## src/rtl/cfg_crc_pkg.sv

```systemverilog
package cfg_crc_pkg;
  localparam int unsigned CRC_W  = 32;
  localparam int unsigned ADDR_W = 5;
  localparam int unsigned DATA_W = 32;
  localparam int unsigned OPND_W = ADDR_W + DATA_W;
  localparam logic [CRC_W-1:0] CRC_POLY = 32'h82F63B78;

  typedef logic [CRC_W-1:0]  crc_t;
  typedef logic [OPND_W-1:0] opnd_t;
endpackage

```

## src/rtl/cfg_crc_fold.sv

```systemverilog
module cfg_crc_fold
  import cfg_crc_pkg::*;
#(
  parameter int unsigned CW = CRC_W,
  parameter int unsigned AW = ADDR_W,
  parameter int unsigned DW = DATA_W,
  parameter logic [CW-1:0] POLY = CRC_POLY
) (
  input  logic [CW-1:0] crc_in,
  input  logic [AW-1:0] addr,
  input  logic [DW-1:0] data,
  output logic [CW-1:0] crc_out
);
  localparam int unsigned NB = AW + DW;

  logic [NB-1:0] opnd;
  logic [CW-1:0] stage [0:NB];

  // address sits above the data word
  assign opnd     = {addr, data};
  assign stage[0] = crc_in;

  for (genvar i = 0; i < NB; i++) begin : g_bit
    logic mix;
    assign mix          = opnd[i] ^ stage[i][0];
    assign stage[i+1]   = (stage[i] >> 1) ^ (mix ? POLY : '0);
  end

  assign crc_out = stage[NB];

  // zero operand into a zero checksum stays zero
  always_comb begin
    if (crc_in == '0 && addr == '0 && data == '0)
      AST_ZERO_FIXED: assert (crc_out == '0);
  end
endmodule

```

## src/rtl/cfg_crc_state.sv

```systemverilog
module cfg_crc_state #(
  parameter int unsigned CW = 32
) (
  input  logic          clk,
  input  logic          rst,
  input  logic          clr,
  input  logic          load,
  input  logic [CW-1:0] nxt,
  output logic [CW-1:0] q
);
  always_ff @(posedge clk) begin
    if (rst || clr) q <= '0;
    else if (load)  q <= nxt;
  end

  AST_CLR_WINS: assert property (@(posedge clk) disable iff (rst)
    clr |=> q == '0);
  AST_HOLD_IDLE: assert property (@(posedge clk) disable iff (rst)
    (!clr && !load) |=> $stable(q));
  AST_LOAD_NEXT: assert property (@(posedge clk) disable iff (rst)
    (load && !clr) |=> q == $past(nxt));
endmodule

```

## src/rtl/cfg_crc_cmp.sv

```systemverilog
module cfg_crc_cmp #(
  parameter int unsigned CW = 32
) (
  input  logic [CW-1:0] a,
  input  logic [CW-1:0] b,
  output logic          eq
);
  logic [CW-1:0] diff;
  assign diff = a ^ b;
  assign eq   = ~|diff;
endmodule

```

## src/rtl/cfg_crc_accum.sv

```systemverilog
module cfg_crc_accum
  import cfg_crc_pkg::*;
#(
  parameter int unsigned CW = CRC_W,
  parameter int unsigned AW = ADDR_W,
  parameter int unsigned DW = DATA_W,
  parameter logic [CW-1:0] POLY = CRC_POLY
) (
  input  logic          clk,
  input  logic          rst,
  input  logic          crc_clr,
  input  logic          wr_vld,
  input  logic [AW-1:0] wr_addr,
  input  logic [DW-1:0] wr_data,
  input  logic [CW-1:0] crc_ref,
  output logic [CW-1:0] crc_q,
  output logic          crc_ok
);
  logic [CW-1:0] crc_cur;
  logic [CW-1:0] crc_nxt;

  cfg_crc_fold #(.CW(CW), .AW(AW), .DW(DW), .POLY(POLY)) u_fold (
    .crc_in (crc_cur),
    .addr   (wr_addr),
    .data   (wr_data),
    .crc_out(crc_nxt)
  );

  cfg_crc_state #(.CW(CW)) u_state (
    .clk (clk),
    .rst (rst),
    .clr (crc_clr),
    .load(wr_vld),
    .nxt (crc_nxt),
    .q   (crc_cur)
  );

  cfg_crc_cmp #(.CW(CW)) u_cmp (
    .a (crc_cur),
    .b (crc_ref),
    .eq(crc_ok)
  );

  assign crc_q = crc_cur;

  AST_MATCH_AFTER_LOAD: assert property (@(posedge clk) disable iff (rst)
    ($past(wr_vld && !crc_clr) && crc_ref == $past(crc_nxt)) |-> crc_ok);
endmodule

```

## config.mk

```make
export PLATFORM = sky130hd
export DESIGN_NAME = cfg_crc_accum
export DESIGN_NICKNAME = d
export VERILOG_FILES = /design/src/rtl/cfg_crc_pkg.sv /design/src/rtl/cfg_crc_fold.sv /design/src/rtl/cfg_crc_state.sv /design/src/rtl/cfg_crc_cmp.sv /design/src/rtl/cfg_crc_accum.sv
export SDC_FILE = /design/constraint.sdc
export NUM_CORES = 1
export LEC_CHECK = 0
export BUFFER_PORTS_ARGS = -buffer_cell sky130_fd_sc_hd__buf_2
export CAP_MARGIN = 10
export CORE_ASPECT_RATIO = 1.1
export CORE_UTILIZATION = 30
export CTS_CLUSTER_SIZE = 28
export DETAILED_ROUTE_END_ITERATION = 7
export SLEW_MARGIN = 20
export SYNTH_ARGS = -nofsm -noshare
export SYNTH_HDL_FRONTEND = slang
export SYNTH_SLANG_ARGS = --single-unit
```

## constraint.sdc

```tcl
create_clock -name clk -period 7.6 [get_ports clk]
set_clock_uncertainty 0.15 [all_clocks]
set_input_delay 1.14 -clock clk [delete_from_list [all_inputs] [get_ports clk]]
set_output_delay 1.14 -clock clk [all_outputs]
set_load 0.005 [all_outputs]
```

==> summary.md <==
| Metric | Value |
|---|---|
| Weighted congestion reported at the end of routability-driven placement | `0.915` |
| Final Max Tran Viols | `0` |
| Remaining max-slew budget at the tightest pin | `0.371` |
| Starting density of the core | `0.308` |
| Critical setup path kind | `in -> reg` |
| Width of the die | `149 um` |
| RR Startpoint | `u_state.q[3]` |
| Skew-Pair Late Insertion Delay | `0.28 ns` |
| Dominant combinational cell family by area after synthesis | `XOR/XNOR gates` |
| Flip-flop count of the largest register, all copies and words added | `32` |
| Setup repair after global routing missed its margin | `false` |
| Most frequent standard cell in the layout excluding fill and tap cells | `sky130_fd_sc_hd__xnor2_1` |
| First DRT Iteration DRCs | `337` |
| Most flop-heavy register | `u_state.q` |
| Xor-xnor portion of the synthesized cell area | `0.831` |
| Element type at the critical path end | `register` |
| Core ar. | `0.0230 mm^2` |
| Multiplexer fraction of the synthesized cell area | `0.0268` |
| Cells taking the most area after synthesis | `sky130_fd_sc_hd__xnor3_1, sky130_fd_sc_hd__xnor2_1, sky130_fd_sc_hd__xor2_1` |
| Post-CTS Setup Repair Bufs | `0` |
| Site Rows | `58` |
| Synthesis-to-layout area growth | `15.6%` |
| Highest attainable clock frequency | `0.146 GHz` |
| Basic-gate share of the synthesized area counting and, or, nand and nor cells | `0.0287` |
| Post-synthesis area per instance | `12.6 um^2` |
| Number of setup violations in the final report | `0` |
| Remaining global-route overflow | `0` |
| Largest registers ranked by flip-flop count | `u_state.q x32` |
| Number of synthesized register bits | `32` |
| Num CTS Buffers | `5` |
| Final antenna-violating net count | `0` |
| Launch point of the critical path | `wr_data[3]` |
| Critical path arrival | `6.88 ns` |
| Number of distinct library cell variants in the gate-level netlist after synthesis | `23` |
| Sequential-to-total area share from yosys stat | `0.0903` |
| Pin count of the biggest net entering global routing | `42` |
| Post-CTS Hold Buffers | `0` |
| Critical path peak fanout | `8` |
| Number of instances in the synthesized netlist | `565` |
| Number of gates given a new drive strength after cts | `0` |
| Fraction of layout cells with a size suffix above 1 | `0.247` |
| Clock Tree Buf Depth | `2` |
| Sequence of cells on the critical path | `buf_2, xnor2_2, xnor3_1, xnor2_2, xnor2_1, xor3_2, xor3_2, xnor3_1, xnor3_2, xnor2_4, xnor2_1, xnor3_2, xnor2_1, o21ai_1` |
| Compound-Gate Fraction of Synth Area | `0.0127` |
| Final critical-path setup slack | `0.735 ns` |
| Clock tree from TritonCTS | `done` |
| Largest area contributor in the synthesized netlist | `sky130_fd_sc_hd__xnor3_1` |
| # DRC | `0` |
| Tcrit/Tclk final | `0.903` |
| Worst hold margin | `0.405 ns` |
| Syn Std Cell Area | `0.00710 mm^2` |
| Area fraction of the dominant cell type after synthesis | `0.327` |
| Min-Delay Path Class | `reg -> reg` |
| Number of diodes | `0` |
| Wire length of the first global-routing pass | `31.1 mm` |
| R2R Path End | `u_state.q[17]` |
| Number of vias after detailed routing | `4,490` |
| Max-Cap Viols | `0` |
| Transition time at the pin with the least slew margin | `0.944 ns` |
| Number of placed I/O pins | `106` |
| Initial antenna violation count | `0` |
| Post-placement worst setup slack | `0.450 ns` |
| CP max-delay cell | `sky130_fd_sc_hd__xnor3_1` |
| Critical path data required time | `7.61 ns` |
| Net count after synthesis | `638` |
| Worst reg-to-reg path cell count | `13` |
| Routed Wire Length | `21.1 mm` |
| Clock transition at the registers of the reported paths | `0.05 ns` |
| Minimum clock period | `6.87 ns` |
| Most frequent cells in the layout | `sky130_fd_sc_hd__xnor2_1, sky130_fd_sc_hd__buf_2, sky130_fd_sc_hd__xnor3_1` |
| Number of vias per cell | `4.58` |
| Routed len/inst | `21.5 um` |
| Final Net Count | `752` |
| Die Ht | `163 um` |
| End of the critical path | `u_state.q[17]` |
| Post-synthesis adder-cell area fraction | `0` |
| Count of input and output buffers | `105` |
| Via count of the first global-routing pass | `4,645` |
| Status | `finished clean` |
| Setup Total Neg Slack | `0 ns` |
| # clock sinks | `32` |
| Clock root buffer master | `sky130_fd_sc_hd__clkbuf_16` |
| Number of hold violations in the final report | `0` |
| Area of the die | `0.0243 mm^2` |
| Level count of the clock H-tree | `2` |
| GRT Total Usage | `0.179` |
| Kind of start point of the critical path | `input pin` |
| Most common cell on crit path | `sky130_fd_sc_hd__xnor2_1` |
| Slowest cell delay on critical path | `0.71 ns` |
| Final HPWL from detailed placement | `17.8 mm` |
| Total number of yosys warnings | `0` |
| R2R setup slack | `1.21 ns` |
| Number of optimization iterations in the first detailed-route pass | `5` |
-- per-stage QoR --
step | utilization | cell area, um^2 | std cells
after floorplan | - | 7100 | 565
after global placement | 0.350 | 8050 | 972
after detailed placement | 0.350 | 8050 | 972
after CTS | 0.356 | 8200 | 980
after global routing | 0.356 | 8200 | 980
final | 0.356 | 8200 | 980
-- final cells by class --
cell class,instances,area (um^2)
clock buffers,6,139
clock inverters,2,10.0
fillers,2300,14800
multi-input cells,518,6380
flip-flops and latches,32,641
well taps,300,375
repair buffers,122,653
-- worst min-delay path by stage --
stage	startpoint	to	slack, ns	depth (start not counted)
after floorplan	u_state.q[17]	u_state.q[17]	0.34	2
after global placement	u_state.q[22]	u_state.q[22]	0.40	2
after detailed placement	u_state.q[22]	u_state.q[22]	0.39	2
after CTS	u_state.q[22]	u_state.q[22]	0.40	2
after global routing	u_state.q[22]	u_state.q[22]	0.43	2
final	u_state.q[22]	u_state.q[22]	0.40	2
-- cells by family (layout without fill, tap and decap cells) --
family / count (synthesis) / count (layout)
xor gates and xnor gates: 439 / 439
and+or+nand+nor: 47 / 47
DFF: 32 / 32
muxes: 19 / 19
buffers and inverters: 15 / 130
AOI/OAI and AO/OA: 13 / 13
-- cells in the mapped netlist (all sizes together) --
library cell and n:
nor4 8, xor3 18, a211oi 10, xnor3 112
dfxtp 32, nand4 2, nor2 32, o21ai 3
xnor2 218, buf 9, mux2i 19, xor2 91
or2 1, clkbuf 6, nand2 4
-- metal layers --
layer | share of wire | GRT usage | wire, um | up-vias
li1 | - | - | - | 2107
met1 | 0.45 | 0.239 | 9410 | 2266
met2 | 0.51 | 0.319 | 10800 | 100
met3 | 0.032 | 0.0131 | 681 | 17
met4 | 0.011 | 0.0272 | 231 | 0
met5 | 0 | 0 | 0 | -
-- critical path, delay by kind of cell --
family	cells	cell delay (ns)
AOI/OAI and AO/OA	1	0.07
xor gates and xnor gates	12	5.49
buffers and inverters	1	0.16
Power is not shown: default switching activity piles up to over one toggle a cycle in this logic, so the estimate is an artifact.
